`config.mk`:
```
export PLATFORM = sky130hd
export DESIGN_NAME = cp_retire_ctrl
export DESIGN_NICKNAME = d
export VERILOG_FILES = /design/src/rtl/cp_retire_pkg.sv /design/src/rtl/cp_retire_cond.sv /design/src/rtl/cp_retire_beat.sv /design/src/rtl/cp_retire_ctrl.sv
export SDC_FILE = /design/constraint.sdc
export NUM_CORES = 1
export LEC_CHECK = 0
export BUFFER_PORTS_ARGS = -buffer_cell sky130_fd_sc_hd__buf_2
export CAP_MARGIN = 5
export CORE_AREA = 2 2 39 41
export DETAILED_ROUTE_END_ITERATION = 16
export DIE_AREA = 0 0 41 43
export REMOVE_ABC_BUFFERS = 1
export SYNTH_ARGS = -nofsm -noshare
export SYNTH_HDL_FRONTEND = slang
export SYNTH_SLANG_ARGS = --single-unit
```
`constraint.sdc`:
```
create_clock -name clk -period 1.85 [get_ports clk]
set_clock_uncertainty 0.15 [all_clocks]
set_input_delay 0.185 -clock clk [delete_from_list [all_inputs] [get_ports clk]]
set_output_delay 0.185 -clock clk [all_outputs]
set_load 0.01 [all_outputs]
```
`src/rtl/cp_retire_pkg.sv`:
```
// Package: shared class codes for the retirement controller.
// Assumes a 3-bit class field produced by the decode stage.
package cp_retire_pkg;

    localparam int CLS_W = 3;

    typedef enum logic [CLS_W-1:0] {
        CLS_DP      = 3'd0,
        CLS_ST_REG  = 3'd1,
        CLS_ST_PAIR = 3'd2,
        CLS_ST_MEM  = 3'd3,
        CLS_LD_REG  = 3'd4,
        CLS_LD_PAIR = 3'd5,
        CLS_LD_MEM  = 3'd6,
        CLS_RSVD    = 3'd7
    } retire_cls_e;

    localparam int PAIR_BEATS = 2;

endpackage

```
`src/rtl/cp_retire_cond.sv`:
```
// Module: cp_retire_cond
// Translates a class code into its retirement condition: which source gates
// each beat and the index of the final beat. Purely combinational.
// Assumes ex1_extra is meaningful only for memory loads.
module cp_retire_cond
    import cp_retire_pkg::*;
#(
    parameter int CNT_W = 4
) (
    input  logic [CLS_W-1:0] cls,
    input  logic [CNT_W-1:0] extra,
    output logic             need_tok,
    output logic             need_ld,
    output logic [CNT_W-1:0] last_idx
);

    // Select gating source and final-beat index per class.
    always_comb begin
        need_tok = 1'b0;
        need_ld  = 1'b0;
        last_idx = '0;
        unique case (retire_cls_e'(cls))
            CLS_DP: need_tok = 1'b1;
            CLS_LD_REG: need_ld = 1'b1;
            CLS_LD_PAIR: begin
                need_ld  = 1'b1;
                last_idx = CNT_W'(PAIR_BEATS - 1);
            end
            CLS_LD_MEM: begin
                need_ld  = 1'b1;
                last_idx = extra;
            end
            default: ;
        endcase
    end


    always_comb begin
        no_dual_need_chk: assert (!(need_tok && need_ld));
    end

endmodule

```
`src/rtl/cp_retire_beat.sv`:
```
// Module: cp_retire_beat
// Counts retired beats of the instruction in the first execute stage and
// flags the final one. Assumes the class and beat count are held stable
// while the instruction stalls.
module cp_retire_beat #(
    parameter int CNT_W = 4
) (
    input  logic             clk,
    input  logic             rst_n,
    input  logic             valid,
    input  logic             beat,
    input  logic [CNT_W-1:0] last_idx,
    output logic             at_last
);

    logic [CNT_W-1:0] cnt_q;

    assign at_last = (cnt_q == last_idx);

    // Advance on a non-final beat, clear once the instruction leaves.
    always_ff @(posedge clk) begin
        if (!rst_n) begin
            cnt_q <= '0;
        end else if (valid && beat) begin
            cnt_q <= at_last ? '0 : cnt_q + 1'b1;
        end
    end


    cnt_in_range_chk: assert property (@(posedge clk) disable iff (!rst_n)
        valid |-> (cnt_q <= last_idx));


    cnt_clear_chk: assert property (@(posedge clk) disable iff (!rst_n)
        (valid && beat && at_last) |=> (cnt_q == '0));


    cnt_hold_chk: assert property (@(posedge clk) disable iff (!rst_n)
        (valid && !beat) |=> $stable(cnt_q));

endmodule

```
`src/rtl/cp_retire_ctrl.sv`:
```
// Module: cp_retire_ctrl (top)
// Decides retirement of the instruction leaving the first execute stage.
// It gates each beat on the source its class needs, pops that source and
// stalls the stage until the final beat. Assumes the upstream stage holds
// its inputs stable while ex1_stall is high.
module cp_retire_ctrl
    import cp_retire_pkg::*;
#(
    parameter int CNT_W = 4
) (
    input  logic             clk,
    input  logic             rst_n,
    input  logic             ex1_valid,
    input  logic [2:0]       ex1_class,
    input  logic [CNT_W-1:0] ex1_extra,
    input  logic             fin_tok_avail,
    input  logic             ld_data_avail,
    output logic             retire_beat,
    output logic             retire_last,
    output logic             fin_tok_pop,
    output logic             ld_data_pop,
    output logic             ex1_stall
);

    logic             need_tok;
    logic             need_ld;
    logic [CNT_W-1:0] last_idx;
    logic             at_last;
    logic             cond_met;

    cp_retire_cond #(.CNT_W(CNT_W)) u_cond (
        .cls      (ex1_class),
        .extra    (ex1_extra),
        .need_tok (need_tok),
        .need_ld  (need_ld),
        .last_idx (last_idx)
    );

    cp_retire_beat #(.CNT_W(CNT_W)) u_beat (
        .clk      (clk),
        .rst_n    (rst_n),
        .valid    (ex1_valid),
        .beat     (retire_beat),
        .last_idx (last_idx),
        .at_last  (at_last)
    );

    // Combine the class condition with source availability into outputs.
    always_comb begin
        cond_met    = (!need_tok || fin_tok_avail) && (!need_ld || ld_data_avail);
        retire_beat = ex1_valid && cond_met;
        retire_last = retire_beat && at_last;
        fin_tok_pop = retire_beat && need_tok;
        ld_data_pop = retire_beat && need_ld;
        ex1_stall   = ex1_valid && !retire_last;
    end


    tok_pop_guard_chk: assert property (@(posedge clk) disable iff (!rst_n)
        fin_tok_pop |-> fin_tok_avail);


    ld_pop_guard_chk: assert property (@(posedge clk) disable iff (!rst_n)
        ld_data_pop |-> ld_data_avail);


    pop_excl_chk: assert property (@(posedge clk) disable iff (!rst_n)
        $onehot0({fin_tok_pop, ld_data_pop}));


    stall_vs_last_chk: assert property (@(posedge clk) disable iff (!rst_n)
        ex1_valid |-> (ex1_stall != retire_last));

endmodule

```
==> results of run 1 <==
-- metrics by stage --
step	instance area (sq um)	setup TNS, ps	cells
2_1_floorplan	342	0	36
3_3_place_gp	469	-396	70
3_5_place_dp	469	-416	70
4_1_cts	509	0	75
5_1_grt	500	0	74
6_report	500	0	74
-- worst max-delay path by stage --
stage                             from        end  depth (start not counted)
final                     ex1_class[1]  ex1_stall                          7
after global routing      ex1_class[1]  ex1_stall                          7
after floorplan           ex1_class[2]  ex1_stall                          5
after detailed placement  ex1_class[2]  ex1_stall                          7
after CTS                 ex1_class[2]  ex1_stall                          7
after global placement    ex1_class[2]  ex1_stall                          7
-- area by class of cell --
cell class | count | area [sq um] | area share [%]
clock buffer | 3 | 22.5 | 4.50
multi-input combinational | 32 | 269 | 53.8
sequential | 4 | 80.1 | 16.0
tap | 16 | 20.0 | 4.00
timing repair buffer | 19 | 109 | 21.7
-- metal layers --
metal	share of wire, %	wire, um	global-route usage, %
met5	0	0	0
met4	1.9	14	6.00
met3	6.7	50	3.14
met2	48	362	15.6
met1	43	322	15.5
-- what timing repair did --
item                                    CTS  global route
buffers inserted                          2             0
cloned                                    0             0
endpoints found under the setup margin    2             2
gates resized for setup                   1             4
pin swaps                                 2             2
-- report_power, final --
group | switching [mW] | internal (mW) | total, mW | leakage, nW
Combinational | 0.0442 | 0.0490 | 0.0932 | 0.178
Sequential | 0.00523 | 0.0908 | 0.0961 | 0.0325
Clock | 0.0339 | 0.0724 | 0.106 | 0.0138
-- critical path, cell delays in order --
cell and delay (ps):
buf_2 130, and3b_1 180, a31oi_1 190, xnor2_1 140
nor4_4 360, nor2b_1 70, buf_2 140
-- cells in the final DEF, fill, tap and decap left out, drive strengths merged, types with 2 or more instances in the layout --
master,count
a31oi,2
buf,19
clkbuf,3
dfxtp,4
nand2,3
nand3,2
nor2b,2
nor3b,5
nor4,2
nor4b,2
xnor2,3
xor2,3
-- logic make-up (layout without fill, tap and decap cells) --
| group | count (synthesis) | count (layout) | synth area share (%) |
|---|---|---|---|
| AO/OA/AOI/OAI | 3 | 3 | 6.03 |
| AND/OR/NAND/NOR | 21 | 21 | 46.8 |
| flip-flops | 4 | 4 | 22.7 |
| adder cells (fa/ha/maj) | 1 | 1 | 3.55 |
| XOR/XNOR | 6 | 6 | 14.9 |
| multiplexers | 1 | 1 | 2.84 |
| buffers and inverters | 1 | 22 | 3.19 |
==> impl_results.md, run 1 <==
- Leak pwr: 0.224 nW
- PwrDens: 591 mW/mm^2
- Clk slew on worst S/H paths: 40 ps
- Global-route wire length before repair: 1350 um
- CP Launch Type: input pin
- Yosys cell types: 21
- Top cells by area, synth: dfxtp_1, nor3b_1, xnor2_1
- DR vias/cell: 4.80
- Synth top cells by count: nor3b_1, dfxtp_1, nand2_1, xnor2_1, xor2_1
- Setup CP Type: in -> out
- Outcome: complete, no violations
- Die footprint: 0.00176 sq mm
- Fin. Hold Viols: 0
- Pwr Total: 296 uW
- H-tree levels: 1
- Grt ovf: 0
- Max rail drop VDD: 340 uV
- Longest Clk Path Bufs: 2
- YS warnings: 0
- Crit path required time: 1510 ps
- FMAX: 578 MHz
- Gpl congestion: 0.633
- Hold WC Path Type: in -> reg
- Post-route setup slack: 121 ps
- Sequential element share of the synthesized area: 22.7%
- Max-Cap Viols: 0
- Setup crit end kind: output port
- Largest regs: u_beat.cnt_q x4
- Area Growth Syn to Fin: 41.8%
- GR Util All Layers: 11.4%
- Reg2reg end: u_beat.cnt_q[2]
- Syn Area/Cell: 9.54 sq um
- Final worst-path cycle share: 93.5%
- Initial antenna violation count: 0
- CTS root buffer: clkbuf_4
- Minimum clock period: 1730 ps
- Maximum number of pins on one net before global-route repair: 8
- Synth top area share: 22.7%
- Vias: 355
- Vias in the first global route: 304
- Max Slew Vio Count: 0
- Final setup vio count: 0
- DP HPWL: 587 um
- Layout cells sized above 1: 44.8%
- Flops & latches, synth: 4
- Worst slew margin: 69.7%
- Prevailing post-synth register cell: dfxtp_1
- Most frequent cell after synthesis: nor3b_1
- Cts bufs inserted: 3
- Post-CTS Hold Buffers: 0
- Die W: 41 um
- WL per Instance: 10.1 um
- Final core occ: 36.2%
- RSZ-0062 raised after global routing: no
- Die Span Y: 43 um
- Area of the core: 0.00138 sq mm
- Later-pin clock latency in the skew report: 230 ps
- Max FFs per register: 4
- HP Start: rst_n
- Worst hold slack: 50.1 ps
- Final net count: 73
- Worst R2R Start: u_beat.cnt_q[0]
- Dpl ws: -142 ps
- Post-Syn Instances: 37
- Crit path DAT: 1390 ps
- Iteration-0 DRC Markers: 1
- Starting density of the core: 25.5%
- Worst-path maximum fanout: 6
- TritonCTS clock tree: yes
- Row Count: 14
- Detailed-router iteration count before antenna repair: 2
- # IOs: 17
- Wirelength, routed: 750 um
- EDFF count, synth: 0
- Post-synth ARST share: 0%
- FF-to-FF path depth: 5
- Buffers on Ports: 16
- Reg with most FFs: u_beat.cnt_q
- Hold path endpoint: u_beat.cnt_q[0]
- Antenna diodes: 0
- WHS Path Cells: 3
- ANT nets after route: 0
- # clock sinks: 4
- Worst-Margin Slew: 450 ps
- DRC Markers: 0
- Reg2Reg Setup Slack: 390 ps
- Filler instances: 157
- Syn Std Cell Area: 353 sq um
- Area leader, netlist: dfxtp_1
Note: power is estimated with default switching activity, not from simulation.
==> run 2, diff against run 1 <==
--- a/config.mk
+++ b/config.mk
@@ -5,11 +5,12 @@
 export SDC_FILE = /design/constraint.sdc
 export NUM_CORES = 1
 export LEC_CHECK = 0
-export BUFFER_PORTS_ARGS = -buffer_cell sky130_fd_sc_hd__buf_2
 export CAP_MARGIN = 5
 export CORE_AREA = 2 2 39 41
+export CTS_CLUSTER_DIAMETER = 120
 export DETAILED_ROUTE_END_ITERATION = 16
 export DIE_AREA = 0 0 41 43
+export DONT_BUFFER_PORTS = 1
 export REMOVE_ABC_BUFFERS = 1
 export SYNTH_ARGS = -nofsm -noshare
 export SYNTH_HDL_FRONTEND = slang
==> impl_results.md, run 2 (synthesized netlist as in run 1, its figures left out) <==
- Worst slew margin: 69.6%
- Wirelength, routed: 670 um
- Grt ovf: 0
- Crit path cell chain: nor2b_1 > a31oi_1 > xnor2_1 > nor4_4 > buf_4
- Worst R2R Start: u_beat.cnt_q[0]
- Cts bufs inserted: 3
- Setup CP Type: in -> out
- Crit path required time: 1510 ps
- Reg2Reg Setup Slack: 500 ps
- WHS Path Cells: 5
- Largest regs: u_beat.cnt_q x4
- Buffers on Ports: 0
- DR vias/cell: 5.10
- Worst-Margin Slew: 451 ps
- WL per Instance: 11.4 um
- Max Slew Vio Count: 0
- HP Start: ex1_valid
- GR Layer Usage met1: 10.3%
- Vias: 301
- Starting density of the core: 25.5%
- Hold path endpoint: u_beat.cnt_q[0]
- Filler instances: 145
- Maximum number of pins on one net before global-route repair: 12
- Post-route setup slack: 232 ps
- RSZ-0062 raised after global routing: no
- Cell Count, Final, Fillers Out: 59
- Final net count: 58
- Post-CTS Hold Buffers: 1
- Most frequent cells in the layout: nor3b_1, dfxtp_1
- Slowest stage cell, crit path: nor4_4
- Area of the core: 0.00138 sq mm
- Worst-path maximum fanout: 6
- Global-route wire length before repair: 1040 um
- Outcome: complete, no violations
- Dpl cells: 55
- CP Launch Type: input pin
- H-tree levels: 1
- Dpl ws: 229 ps
- Final setup vio count: 0
- Slowest stage delay, CP: 320 ps
- Postcts setup bufs: 0
- PwrDens: 634 mW/mm^2
- Worst hold slack: 316 ps
- # IOs: 17
- Final worst-path cycle share: 87.4%
- Iteration-0 DRC Markers: 4
- ANT nets after route: 0
- Busiest layer in global routing: met4
- Max FFs per register: 4
- DRC Markers: 0
- GR Util All Layers: 9.75%
- Crit path DAT: 1280 ps
- Reg2reg end: u_beat.cnt_q[2]
- Die Span Y: 43 um
- Global Route met2 Usage: 11.6%
- Initial antenna violation count: 0
- CTS root buffer: clkbuf_4
- Most common cell after layout, fill and taps aside: nor3b_1
- Later-pin clock latency in the skew report: 230 ps
- Vias in the first global route: 269
- Buf/Inv on CP: 1
- FMAX: 618 MHz
- TritonCTS clock tree: yes
- Row Count: 14
- Max-Cap Viols: 0
- Setup_tns: 0 ps
- Minimum clock period: 1620 ps
- M3 GR Usage: 5.24%
- Layout cells sized above 1: 20.9%
- Area Growth Syn to Fin: 18.1%
- CP delay by family, top: simple AND/OR/NAND/NOR gates
- Die footprint: 0.00176 sq mm
- FF-to-FF path depth: 4
- Hold WC Path Type: in -> reg
- Fin. Hold Viols: 0
- Antenna diodes: 0
- Max rail drop VDD: 436 uV
- Post-CTS Resized: 0
- Gpl congestion: 0.633
- Detailed-router iteration count before antenna repair: 4
- Reg with most FFs: u_beat.cnt_q
- Leak pwr: 0.154 nW
- Setup crit end kind: output port
- Clk slew on worst S/H paths: 40 ps
- Longest Clk Path Bufs: 2
- Final core occ: 30.1%
- # clock sinks: 4
- Die W: 41 um
## run 2: area by class of cell
type	instances	area (sq um)	share of cell area (%)
Clock buffer	3	22.5	5.41
Timing Repair Buffer	4	32.5	7.81
Sequential cell	4	80.1	19.2
Multi-Input combinational cell	32	262	62.8
Tap cell	16	20.0	4.80
## run 2: where the power goes
part | switching [mW] | leakage, nW | total [mW] | internal, mW
combinational | 0.0319 | 0.108 | 0.0639 | 0.0320
sequential | 0.00494 | 0.0325 | 0.0958 | 0.0909
clock | 0.0323 | 0.0138 | 0.105 | 0.0723
## run 2: per-stage QoR
| step | cell area (sq um) | power, mW |
|---|---|---|
| after detailed placement | 384 | 0.160 |
| final | 417 | 0.264 |
| after global placement | 384 | 0.160 |
| after floorplan | 342 | 0.146 |
| after global routing | 417 | 0.286 |
| after CTS | 417 | 0.270 |
## run 2: worst max-delay path by stage
stage	startpoint	endpoint	slack [ps]	cells after the start
after floorplan	ex1_class[2]	ex1_stall	110	5
after global placement	ex1_class[1]	retire_last	230	5
after detailed placement	ex1_class[1]	retire_last	230	5
after CTS	ex1_class[1]	retire_last	220	5
after global routing	ex1_class[1]	retire_last	110	5
final	ex1_class[1]	retire_last	230	5
## run 2: worst register-to-register path, cell delays in order, from the launching register on
cell	delay, ps
dfxtp_1	390
xnor2_1	130
nor4_4	320
buf_4	200
nor3b_1	50
## run 2: metal layers
metal	share of wire, %	vias to the layer above
met5	0	-
met2	43	15
met3	10	4
met1	42	130
met4	4.8	0
li1	-	152
==> run 3, diff against run 2 <==
--- a/config.mk
+++ b/config.mk
@@ -6,11 +6,14 @@
 export NUM_CORES = 1
 export LEC_CHECK = 0
 export CAP_MARGIN = 5
+export CELL_PAD_IN_SITES_DETAIL_PLACEMENT = 0
+export CELL_PAD_IN_SITES_GLOBAL_PLACEMENT = 2
 export CORE_AREA = 2 2 39 41
 export CTS_CLUSTER_DIAMETER = 120
 export DETAILED_ROUTE_END_ITERATION = 16
 export DIE_AREA = 0 0 41 43
 export DONT_BUFFER_PORTS = 1
+export PLACE_DENSITY_LB_ADDON = 0.1
 export REMOVE_ABC_BUFFERS = 1
 export SYNTH_ARGS = -nofsm -noshare
 export SYNTH_HDL_FRONTEND = slang
==> impl_results.md, run 3 (synthesized netlist as in run 1, its figures left out) <==
- PwrDens: 624 mW/mm^2
- WL per Instance: 12.1 um
- Longest Clk Path Bufs: 2
- CP Launch Type: flop
- Max Slew Vio Count: 0
- Buffers on Ports: 0
- Later-pin clock latency in the skew report: 230 ps
- Worst hold slack: 310 ps
- Worst slew margin: 68.9%
- Postcts setup bufs: 0
- Area of placed instances: 399 sq um
- Minimum clock period: 1620 ps
- Clk slew on worst S/H paths: 30 ps
- H-tree levels: 1
- Crit path required time: 1510 ps
- Largest regs: u_beat.cnt_q x4
- Starting density of the core: 25.5%
- Final worst-path cycle share: 87.7%
- Die W: 41 um
- Gpl congestion: 0.673
- Dpl ws: 202 ps
- TritonCTS clock tree: yes
- Reg with most FFs: u_beat.cnt_q
- Cell Count, Final, Fillers Out: 61
- DR vias/cell: 5.02
- Final net count: 60
- ANT nets after route: 0
- Global-route wire length before repair: 1170 um
- Filler instances: 158
- Setup crit end kind: output port
- # clock sinks: 4
- Vias: 306
- Worst-Margin Slew: 462 ps
- Row Count: 14
- DRC Markers: 0
- FMAX: 616 MHz
- Max-Cap Viols: 0
- Hold WC Path Type: in -> reg
- Leak pwr: 0.164 nW
- Layout cells sized above 1: 24.4%
- Detailed-router iteration count before antenna repair: 2
- GR Util All Layers: 10.2%
- Vias in the first global route: 314
- Finished Cell Area: 432 sq um
- Initial antenna violation count: 0
- Antenna diodes: 0
- Crit path DAT: 1290 ps
- Outcome: complete, no violations
- Post-route setup slack: 227 ps
- Area Growth Syn to Fin: 22.3%
- Die Span Y: 43 um
- CTS root buffer: clkbuf_4
- Setup CP Type: reg -> out
- Area of the core: 0.00138 sq mm
- Iteration-0 DRC Markers: 7
- Max rail drop VDD: 236 uV
- Post-CTS Resized: 0
- Pwr Total: 269 uW
- RSZ-0062 raised after global routing: no
- Dpl cells: 57
- Maximum number of pins on one net before global-route repair: 12
- # IOs: 17
- Setup_tns: 0 ps
- Wirelength, routed: 738 um
- Worst-path maximum fanout: 4
- Final core occ: 31.2%
- Max FFs per register: 4
- Fin. Hold Viols: 0
- Most frequent cells in the layout: nor3b_1, buf_4, dfxtp_1
- Die footprint: 0.00176 sq mm
- Cts bufs inserted: 3
- Grt ovf: 0
- Final setup vio count: 0
## run 3: changes by cell type in the layout (fill, tap and decap cells not counted), sizes merged
| cell | change |
|---|---|
| buf | +2 |
## run 3: repair_timing
action / in CTS / in global routing
endpoints found under the hold margin: 4 / 0
hold buffers: 1 / 0
setup endpoints to repair: 0 / 0
## run 3: worst paths after layout
kind              cells past startpoint               to       startpoint  slack, ps
hold reg to reg                       2  u_beat.cnt_q[1]  u_beat.cnt_q[1]        440
setup reg to reg                      5  u_beat.cnt_q[1]  u_beat.cnt_q[2]        470
setup / recovery                      4      retire_last  u_beat.cnt_q[2]        230
hold / removal                        5  u_beat.cnt_q[0]        ex1_valid        310
## run 3: report_power, final
part	leakage [nW]	switching, mW	internal [mW]
Clock	0.0138	0.0309	0.0722
Sequential	0.0325	0.00547	0.0909
Combinational	0.118	0.0329	0.0372
## run 3: layout make-up
class                   instances  area, sq um  share of cell area (%)
well taps                      16         20.0                    4.64
repair buffers                  6         47.5                    11.0
flip-flops and latches          4         80.1                    18.6
multi-input cells              32          262                    60.6
clock buffers                   3         22.5                    5.22
## run 3: per-layer routing
layer | global-route usage, % | routed length [um]
met2 | 15.9 | 364
met1 | 10.2 | 279
met4 | 10.0 | 10
met3 | 2.09 | 83
met5 | 0 | 0
## run 3: critical path, stage by stage, from the launching register on
cell     delay, ps
dfxtp_1        390
and4_1         220
o21ai_2         70
nor4_4         200
buf_4          180
